<file path="config.mk">
export PLATFORM = sky130hd
export DESIGN_NAME = exit_store_walker
export DESIGN_NICKNAME = d
export VERILOG_FILES = /design/src/rtl/esw_pkg.sv /design/src/rtl/esw_entry_check.sv /design/src/rtl/esw_pos_ctr.sv /design/src/rtl/exit_store_walker.sv
export SDC_FILE = /design/constraint.sdc
export NUM_CORES = 1
export LEC_CHECK = 0
export BUFFER_PORTS_ARGS = -buffer_cell sky130_fd_sc_hd__buf_2
export CAP_MARGIN = 20
export CORE_MARGIN = 4
export CORE_UTILIZATION = 44
export DETAILED_ROUTE_END_ITERATION = 6
export GPL_ROUTABILITY_DRIVEN = 0
export PLACE_DENSITY = 0.77
export SYNTH_ARGS = -nofsm -noshare
export SYNTH_HDL_FRONTEND = slang
export SYNTH_SLANG_ARGS = --single-unit
</file>
<file path="constraint.sdc">
create_clock -name clk -period 1.6 [get_ports clk]
set_input_delay 0.16 -clock clk [delete_from_list [all_inputs] [get_ports clk]]
set_output_delay 0.16 -clock clk [all_outputs]
set_load 0.01 [all_outputs]
</file>
<file path="src/rtl/esw_pkg.sv">
package esw_pkg;

  typedef enum logic [2:0] {
    S_IDLE, S_RD, S_MEMW, S_CHK, S_REQ, S_WAIT, S_WR, S_FIN
  } esw_state_t;

  // Reserved upper word of the entry's lower half must be clear
  function automatic logic resv_clear(input logic [63:0] lo);
    return lo[63:32] == 32'd0;
  endfunction

  // Response-based failure decision
  function automatic logic store_fault(input logic fault, input logic smm_only,
                                       input logic blocked, input logic to_smm);
    return fault | blocked | (smm_only & ~to_smm);
  endfunction

  function automatic logic [31:0] index_of(input logic [63:0] lo);
    return lo[31:0];
  endfunction

endpackage

</file>
<file path="src/rtl/esw_entry_check.sv">
module esw_entry_check
  import esw_pkg::*;
(
  input  logic [63:0] entry_lo,
  input  logic        rsp_fault,
  input  logic        rsp_smm_only,
  input  logic        rsp_blocked,
  input  logic        to_smm,
  output logic        resv_bad,
  output logic        rsp_bad
);
  assign resv_bad = ~resv_clear(entry_lo);
  assign rsp_bad  = store_fault(rsp_fault, rsp_smm_only, rsp_blocked, to_smm);
endmodule

</file>
<file path="src/rtl/esw_pos_ctr.sv">
module esw_pos_ctr #(
  parameter int ADDR_W = 4,
  localparam int CNT_W = ADDR_W + 1
) (
  input  logic              clk,
  input  logic              rst_n,
  input  logic              clr,
  input  logic              inc,
  input  logic [CNT_W-1:0]  limit,
  output logic [ADDR_W-1:0] pos,
  output logic              last
);
  logic [CNT_W-1:0] pos_q;
  logic [CNT_W-1:0] pos_nx;

  assign pos_nx = pos_q + CNT_W'(1);

  always_ff @(posedge clk or negedge rst_n) begin
    if (!rst_n)   pos_q <= '0;
    else if (clr) pos_q <= '0;
    else if (inc) pos_q <= pos_nx;
  end

  assign pos  = pos_q[ADDR_W-1:0];
  assign last = (pos_nx == limit);
endmodule

</file>
<file path="src/rtl/exit_store_walker.sv">
module exit_store_walker
  import esw_pkg::*;
#(
  parameter int ADDR_W = 4,
  localparam int CNT_W = ADDR_W + 1
) (
  input  logic              clk,
  input  logic              rst_n,
  input  logic              start,
  input  logic [CNT_W-1:0]  entry_count,
  input  logic              exit_to_smm,
  output logic              mem_rd_en,
  output logic              mem_wr_en,
  output logic [ADDR_W-1:0] mem_addr,
  input  logic [63:0]       mem_rdata,
  output logic [63:0]       mem_wdata,
  output logic              reg_req,
  output logic [31:0]       reg_idx,
  input  logic              reg_rsp_valid,
  input  logic [63:0]       reg_rsp_data,
  input  logic              reg_rsp_fault,
  input  logic              reg_rsp_smm_only,
  input  logic              reg_rsp_blocked,
  output logic              busy,
  output logic              done,
  output logic              abort,
  output logic [ADDR_W-1:0] abort_entry
);

  esw_state_t        st;
  logic [CNT_W-1:0]  cnt_q;
  logic [63:0]       entry_q;
  logic [63:0]       data_q;
  logic              abort_q;
  logic [ADDR_W-1:0] abort_pos_q;
  logic [ADDR_W-1:0] rd_pos_q;
  logic [ADDR_W-1:0] pos;
  logic              last;
  logic              resv_bad;
  logic              rsp_bad;

  // Named internal events
  logic start_acc;
  logic start_ign;
  logic resv_fail;
  logic rsp_take;
  logic rsp_fail;

  assign start_acc = start && (st == S_IDLE);
  assign start_ign = start && (st != S_IDLE);
  assign resv_fail = (st == S_CHK) && resv_bad;
  assign rsp_take  = (st == S_WAIT) && reg_rsp_valid;
  assign rsp_fail  = rsp_take && rsp_bad;

  esw_entry_check u_check (
    .entry_lo     (entry_q),
    .rsp_fault    (reg_rsp_fault),
    .rsp_smm_only (reg_rsp_smm_only),
    .rsp_blocked  (reg_rsp_blocked),
    .to_smm       (exit_to_smm),
    .resv_bad     (resv_bad),
    .rsp_bad      (rsp_bad)
  );

  esw_pos_ctr #(.ADDR_W(ADDR_W)) u_pos (
    .clk   (clk),
    .rst_n (rst_n),
    .clr   (start_acc),
    .inc   (st == S_WR),
    .limit (cnt_q),
    .pos   (pos),
    .last  (last)
  );

  always_ff @(posedge clk or negedge rst_n) begin
    if (!rst_n) begin
      st          <= S_IDLE;
      cnt_q       <= '0;
      entry_q     <= '0;
      data_q      <= '0;
      abort_q     <= 1'b0;
      abort_pos_q <= '0;
      rd_pos_q    <= '0;
    end else begin
      case (st)
        S_IDLE: if (start_acc) begin
          cnt_q       <= entry_count;
          abort_q     <= 1'b0;
          abort_pos_q <= '0;
          st          <= (entry_count == '0) ? S_FIN : S_RD;
        end
        S_RD: begin
          rd_pos_q <= pos;
          st       <= S_MEMW;
        end
        S_MEMW: begin
          entry_q <= mem_rdata;
          st      <= S_CHK;
        end
        S_CHK: begin
          if (resv_fail) begin
            abort_q     <= 1'b1;
            abort_pos_q <= pos;
            st          <= S_FIN;
          end else begin
            st <= S_REQ;
          end
        end
        S_REQ: st <= S_WAIT;
        S_WAIT: if (rsp_take) begin
          if (rsp_fail) begin
            abort_q     <= 1'b1;
            abort_pos_q <= pos;
            st          <= S_FIN;
          end else begin
            data_q <= reg_rsp_data;
            st     <= S_WR;
          end
        end
        S_WR:  st <= last ? S_FIN : S_RD;
        S_FIN: st <= S_IDLE;
        default: st <= S_IDLE;
      endcase
    end
  end

  assign mem_rd_en   = (st == S_RD);
  assign mem_wr_en   = (st == S_WR);
  assign mem_addr    = pos;
  assign mem_wdata   = data_q;
  assign reg_req     = (st == S_REQ);
  assign reg_idx     = index_of(entry_q);
  assign busy        = (st != S_IDLE);
  assign done        = (st == S_FIN);
  assign abort       = abort_q;
  assign abort_entry = abort_pos_q;

  AST_WR_SAME_ENTRY: assert property (@(posedge clk) disable iff (!rst_n)
    mem_wr_en |-> mem_addr == rd_pos_q);
  AST_WR_DATA: assert property (@(posedge clk) disable iff (!rst_n)
    (rsp_take && !rsp_fail) |=> (mem_wr_en && mem_wdata == $past(reg_rsp_data)));
  AST_RESV_NO_REQ: assert property (@(posedge clk) disable iff (!rst_n)
    reg_req |-> entry_q[63:32] == 32'd0);
  AST_SMM_ONLY_FAIL: assert property (@(posedge clk) disable iff (!rst_n)
    (rsp_take && reg_rsp_smm_only && !exit_to_smm) |=> (abort && done));
  AST_BLOCKED_FAIL: assert property (@(posedge clk) disable iff (!rst_n)
    (rsp_take && (reg_rsp_blocked || reg_rsp_fault)) |=> (abort && done));
  AST_FAIL_NO_WR: assert property (@(posedge clk) disable iff (!rst_n)
    rsp_fail |=> !mem_wr_en);
  AST_QUIET_AFTER_ABORT: assert property (@(posedge clk) disable iff (!rst_n)
    abort |-> (!mem_rd_en && !mem_wr_en && !reg_req));
  AST_ZERO_DONE: assert property (@(posedge clk) disable iff (!rst_n)
    (start_acc && entry_count == '0) |=> (done && !mem_rd_en && !abort));
  AST_IGNORE_START: assert property (@(posedge clk) disable iff (!rst_n)
    start_ign |=> $stable(cnt_q));
  AST_DONE_PULSE: assert property (@(posedge clk) disable iff (!rst_n)
    done |=> !done);
  AST_ABORT_HOLD: assert property (@(posedge clk) disable iff (!rst_n)
    (abort && !start_acc) |=> (abort && $stable(abort_entry)));

endmodule

</file>
[Yosys cells after proc, flatten, opt, wreduce, memory -nomap -nowiden]
Cells that the tools add are included.
Cells by class
  $add $sub $neg: 1
  $mul: 0
  divide/modulo/power cells: 0
  magnitude comparators: 0
  equal/unequal tests: 12
  shift-type cells: 0
  muxes and demuxes: 19
  bitwise logic cells: 6
  reductions and logical operators: 14
Operators by type and width (count)
  $logic_not A32 Y1: 1
  $pmux W3 S8: 1
  $mux W4: 4
  $eq A3 B3 Y1 const B: 4
  $mux W3: 4
  $pmux W4 S3: 1
  $mux W5: 2
  $ne A2 B2 Y1 const B: 4
  $eq A3 B2 Y1 const B: 2
  $reduce_bool A3 Y1: 2
  $add A5 B1 Y5 const B: 1
  $eq A5 B5 Y1: 1
  $logic_not A5 Y1: 1
  $mux W1: 5
  $reduce_and A5 Y1: 1
  $logic_and A1 B1 Y1: 4
  $reduce_and A2 Y1: 2
  $eq A3 B1 Y1 const B: 1
  $logic_not A3 Y1: 1
  $not A1 Y1: 3
  $pmux W1 S3: 1
  $reduce_and A3 Y1: 1
  $mux W2: 1
  $or A1 B1 Y1: 2
  other kinds (2): 2
Storage, ports and cells
  register bits: 146
  bits in latches: 0
  bits in writable memories: 0
  ROM bits: 0
  input port bits: 141
  output and inout port bits: 110
  logic and storage cells: 59
  memories: 0

[Depth between registers and ports, before layout]
  word-level depth: 7
  gate-level depth with buffers: 6
  depth with buffers taken out: 5

[By module]
From an unflattened synthesis, not the netlist that was laid out.
Unflattened totals
  cell total of the unflattened synthesis: 420
  area, all modules: 6152.2 µm²
By module, submodules not included
  exit_store_walker: instances 1, cells an instance 371, area each 5711.7 µm², sequential area each 3528.4 µm²
  esw_pos_ctr: instances 1, cells an instance 35, area each 352.8 µm², sequential area each 125.1 µm²
  esw_entry_check: instances 1, cells an instance 14, area each 87.6 µm², sequential area each 0.0 µm²

[Worst setup path before layout]
Ideal clock, no wire load.
  path kind: reg2reg
  from: reg entry_q[48]
  to: reg abort_pos_q[2], in the netlist abort_entry[2]
  setup time: 0.125 ns
  arrival: 1.605 ns
  required time: 1.475 ns
  slack: -0.130 ns
  cell stages (with the launch flop): 6
  path buffers: 0
  period minus slack after synthesis: 1.730 ns
  cell sequence: dfrtp_1 -> nor4_2 -> nand2_1 -> o41ai_4 -> o22ai_2 -> mux2_4
On the way
  cells in the longest elaborated chain, start to end: 5
RTL lines
  start: declaration: RTL line exit_store_walker.sv:32  | logic [63:0] entry_q;
  start signal: assignment: RTL line exit_store_walker.sv:97  | entry_q <= mem_rdata;
  $logic_not A32 Y1: RTL line esw_pkg.sv:9  | return lo[63:32] == 32'd0;
  $not A1 Y1: RTL line esw_entry_check.sv:12  | assign resv_bad = ~resv_clear(entry_lo);
  $logic_and A1 B1 Y1: RTL line exit_store_walker.sv:51  | assign resv_fail = (st == S_CHK) && resv_bad;
  $ne A2 B2 Y1 (no line)
  $reduce_and A5 Y1 (no line)
  end signal: assignment: RTL line exit_store_walker.sv:103  | abort_pos_q <= pos;
  end signal: assignment: RTL line exit_store_walker.sv:113  | abort_pos_q <= pos;
  end: declaration: RTL line exit_store_walker.sv:35  | logic [ADDR_W-1:0] abort_pos_q;
No other way between the ends.
A chain may end at the register's enable or synchronous reset.

[Worst setup path after layout]
  from: reg entry_q[62]
  to: reg st[1]
On the way
  cells in the longest elaborated chain, start to end: 5
RTL lines
  $logic_not A32 Y1: RTL line esw_pkg.sv:9
  $not A1 Y1: RTL line esw_entry_check.sv:12
  $logic_and A1 B1 Y1: RTL line exit_store_walker.sv:51
  $mux W2: RTL line exit_store_walker.sv:101  | if (resv_fail) begin
  $pmux W3 S8: RTL line exit_store_walker.sv:85  | case (st)
  end signal: assignment: RTL line exit_store_walker.sv:90  | st <= (entry_count == '0) ? S_FIN : S_RD;
  end signal: assignment: RTL line exit_store_walker.sv:120  | S_WR: st <= last ? S_FIN : S_RD;
  end: declaration: RTL line exit_store_walker.sv:30  | esw_state_t st;
No other way between the ends.

==> impl_metrics.ini <==
[outcome]
status = complete, but fails checks
violations = setup timing

[worst_setup_path]
cp-endpoint = st[1]
r2r_slack_ns = -0.23
path_buf_inv = 0
path_depth = 5
cpPeakStageDelay_ns = 0.39
startpoint = entry_q[62]
critical_path.slowest_cell = dfrtp_1
worstSetupEndpointType = flop
critPathTopFamily = simple AND/OR/NAND/NOR gates
critPathLaunchType = flop
worst-path-max-fanout = 2
worstPathCellList = nor4_2 -> nand2_1 -> nor4_1 -> a31oi_1 -> o32a_1
worstPathRequired_ns = 1.89
r2r-end = st[1]
rr_worst_depth = 5
arrival_ns = 2.12
critPathKind = flop to flop
reg2reg_from = entry_q[62]

[placement]
portBuffers = 250
hpwl_mm = 11.20
place_area_um2 = 7432
pre_cts_slack_ns = -0.2142

[drt]
antenna_left = 0
via_per_inst = 4.912
vias = 4883
wire_per_inst_um = 18.45
firstDrtPassIters = 4
drt-initial-drc-count = 201
drc = 0
totalWireLength_mm = 18.34

[synth]
syn_area_um2 = 6128
postSynthRegisterBits = 146
synthCells = 430
ys_seq_area_frac = 0.5962
synth_compound_area_frac = 0.02103
synth_top_area_cell = dfrtp_1
muxShareOfSynthArea = 0.2532
synth_nets = 572
synth_area_leaders = dfrtp_1 (60%), mux2_2 (23%), buf_4 (4.4%)
synth-simple-area-share = 0.04859
avgSynthCellArea_um2 = 14.25
yosysUniqueCellTypes = 37
synthAdderAreaFrac = 0.002042
synth_xor_area_frac = 0.01572
yosysTopAreaCellShare = 0.5962
synth_top_family_by_area = multiplexers
synth_warnings = 0

[timing]
fin_skew_ns = 0.004855
fin_setup_tns_ns = -1.121
tightest_slew_ns = 0.4617
hold_violations = 0
max_freq_mhz = 547.1
fin_crit_sh = 1.142
setup_ws_ns = -0.2277
min_period_ns = 1.828
setup_violations = 7
slew_violations = 0
relSlewSlack = 0.6899
rsz0062_at_grt = yes

[min_path]
hp-class = input port to flop

[global_routing]
antenna_found_initial = 1
grt_pass1_wl_mm = 29.10
overflow = 0
grt_max_degree = 51
grt_pass1_vias = 5549
grt_use_total = 0.2326

[final_layout]
area_growth_pct = 56.74
num-fill-cells = 878
drive_gt1_frac = 0.5564
ff_latch_area_um2 = 3654
design_area_um2 = 9605
final_nets = 946
multi_input_area_um2 = 2167

[floorplan]
num_rows = 42
core-area_um2 = 13450
fp.dieW_um = 126.0
die_h_um = 126.0
start_util = 0.4555
dieArea_um2 = 15880
ios = 251

[cts]
cts_buffers = 17
insertion_delay_ns = 0.42
numClockSinks = 146
clk_path_buf_depth = 2
htreeDepth = 4
path_clk_slew_ns = 0.06
cts_tree = yes
cts-root-buf = clkbuf_16

[pwr]
p_leak_uw = 0.004790
vdd_drop_max_mv = 0.8232
power_density_nw_per_um2 = 1724

[flow_run]
drv_cap = 0
==> Yosys cell counts (all sizes together) <==
cell type,instances
dfrtp,146
nor4,9
a211oi,1
or3,3
a2bb2oi,1
nand2,13
o22ai,1
ha,1
nor2,14
a211o,1
xnor2,7
nor3b,2
or4,1
o221ai,1
o21ai,3
xor2,4
nor3,3
o32a,1
buf,53
nand3,8
and3,2
mux2,133
clkbuf,1
and2,1
a31oi,1
o41ai,1
nand4,1
a21oi,2
o31a,1
inv,8
mux2i,5
nand2b,1
==> per-layer routing <==
metal | part of all wire | vias up | wire, um | track usage
li1 | - | 2224 | - | -
met1 | 0.37 | 2382 | 6853 | 0.2567
met2 | 0.53 | 229 | 9688 | 0.4138
met3 | 0.066 | 48 | 1205 | 0.06605
met4 | 0.032 | 0 | 593 | 0.1085
met5 | 0 | - | 0 | 0
==> registers in the layout, indices dropped and copies added, names as in the netlist <==
register / count
st: 3
u_pos.pos_q: 5
abort_entry: 4
mem_wdata: 64
cnt_q: 5
entry_q: 64
abort: 1
==> per-stage QoR <==
step | power, uW | util | hold slack (ns) | instances
floorplan | 9925 | - | -0.1356 | 430
global placement | 11180 | 0.5525 | 0.1183 | 819
detailed placement | 11490 | 0.5525 | 0.1331 | 819
CTS | 16170 | 0.7036 | 0.001614 | 989
global route | 17430 | 0.7138 | 0.003015 | 993
finish | 16560 | 0.7140 | 0.02509 | 994
==> worst min path at each step <==
stage                          start            end  slack [ns]  cells past startpoint
floorplan                      rst_n          abort       -0.14                      0
global placement               rst_n    entry_q[29]        0.12                      1
detailed placement             rst_n    entry_q[27]        0.13                      1
CTS                 reg_rsp_data[49]  mem_wdata[49]       0.002                      2
global route        reg_rsp_data[49]  mem_wdata[49]       0.003                      2
finish              reg_rsp_data[49]  mem_wdata[49]        0.03                      2
==> what timing repair did <==
item | 4_1_cts | 5_1_grt
endpoints found under the hold margin | 175 | 0
pin swaps | 7 | 8
gates resized for setup | 7 | 20
gates cloned | 0 | 2
hold buffers | 133 | 0
setup endpoints to repair | 10 | 105
setup buffers | 6 | 2
==> kinds of logic (layout without fill, tap and decap cells) <==
| kind of cell | after synthesis | after routing |
|---|---|---|
| buf+inv | 62 | 448 |
| compound gates | 14 | 14 |
| flops | 146 | 146 |
| mux | 138 | 138 |
| fa+ha+maj | 1 | 1 |
| simple gates | 58 | 58 |
| xor+xnor | 11 | 11 |
| other cells | 0 | 2 |
==> area by class of cell <==
class / instances / area share
diodes: 2 / 0.0005210
inverters: 8 / 0.003517
clock buffers: 21 / 0.04898
well taps: 176 / 0.02293
repair buffers: 409 / 0.3018
flip-flops and latches: 146 / 0.3804
multi-input cells: 222 / 0.2256
clock inverters: 10 / 0.01628
==> layout by cell type, fill, tap and decap left out, types with 4 or more instances in the layout <==
cell,instances
clkinv_2,4
buf_6,7
dlygate4sd3_1,133
buf_4,13
mux2_2,125
buf_2,249
clkbuf_16,19
nor2_1,10
bufinv_16,4
mux2_1,7
nand3_1,7
buf_12,4
nand2_1,11
nor4_2,6
inv_1,7
xnor2_1,7
xor2_1,4
dfrtp_1,146
mux2i_1,5
==> power breakdown <==
part / internal [uW] / switching [uW] / total, uW / leakage [uW]
logic: 3330 / 2760 / 6090 / 0.00265
clock network: 2720 / 1490 / 4210 / 0.000309
registers: 5260 / 1000 / 6260 / 0.00183
Power figures use the tool's default switching activity.
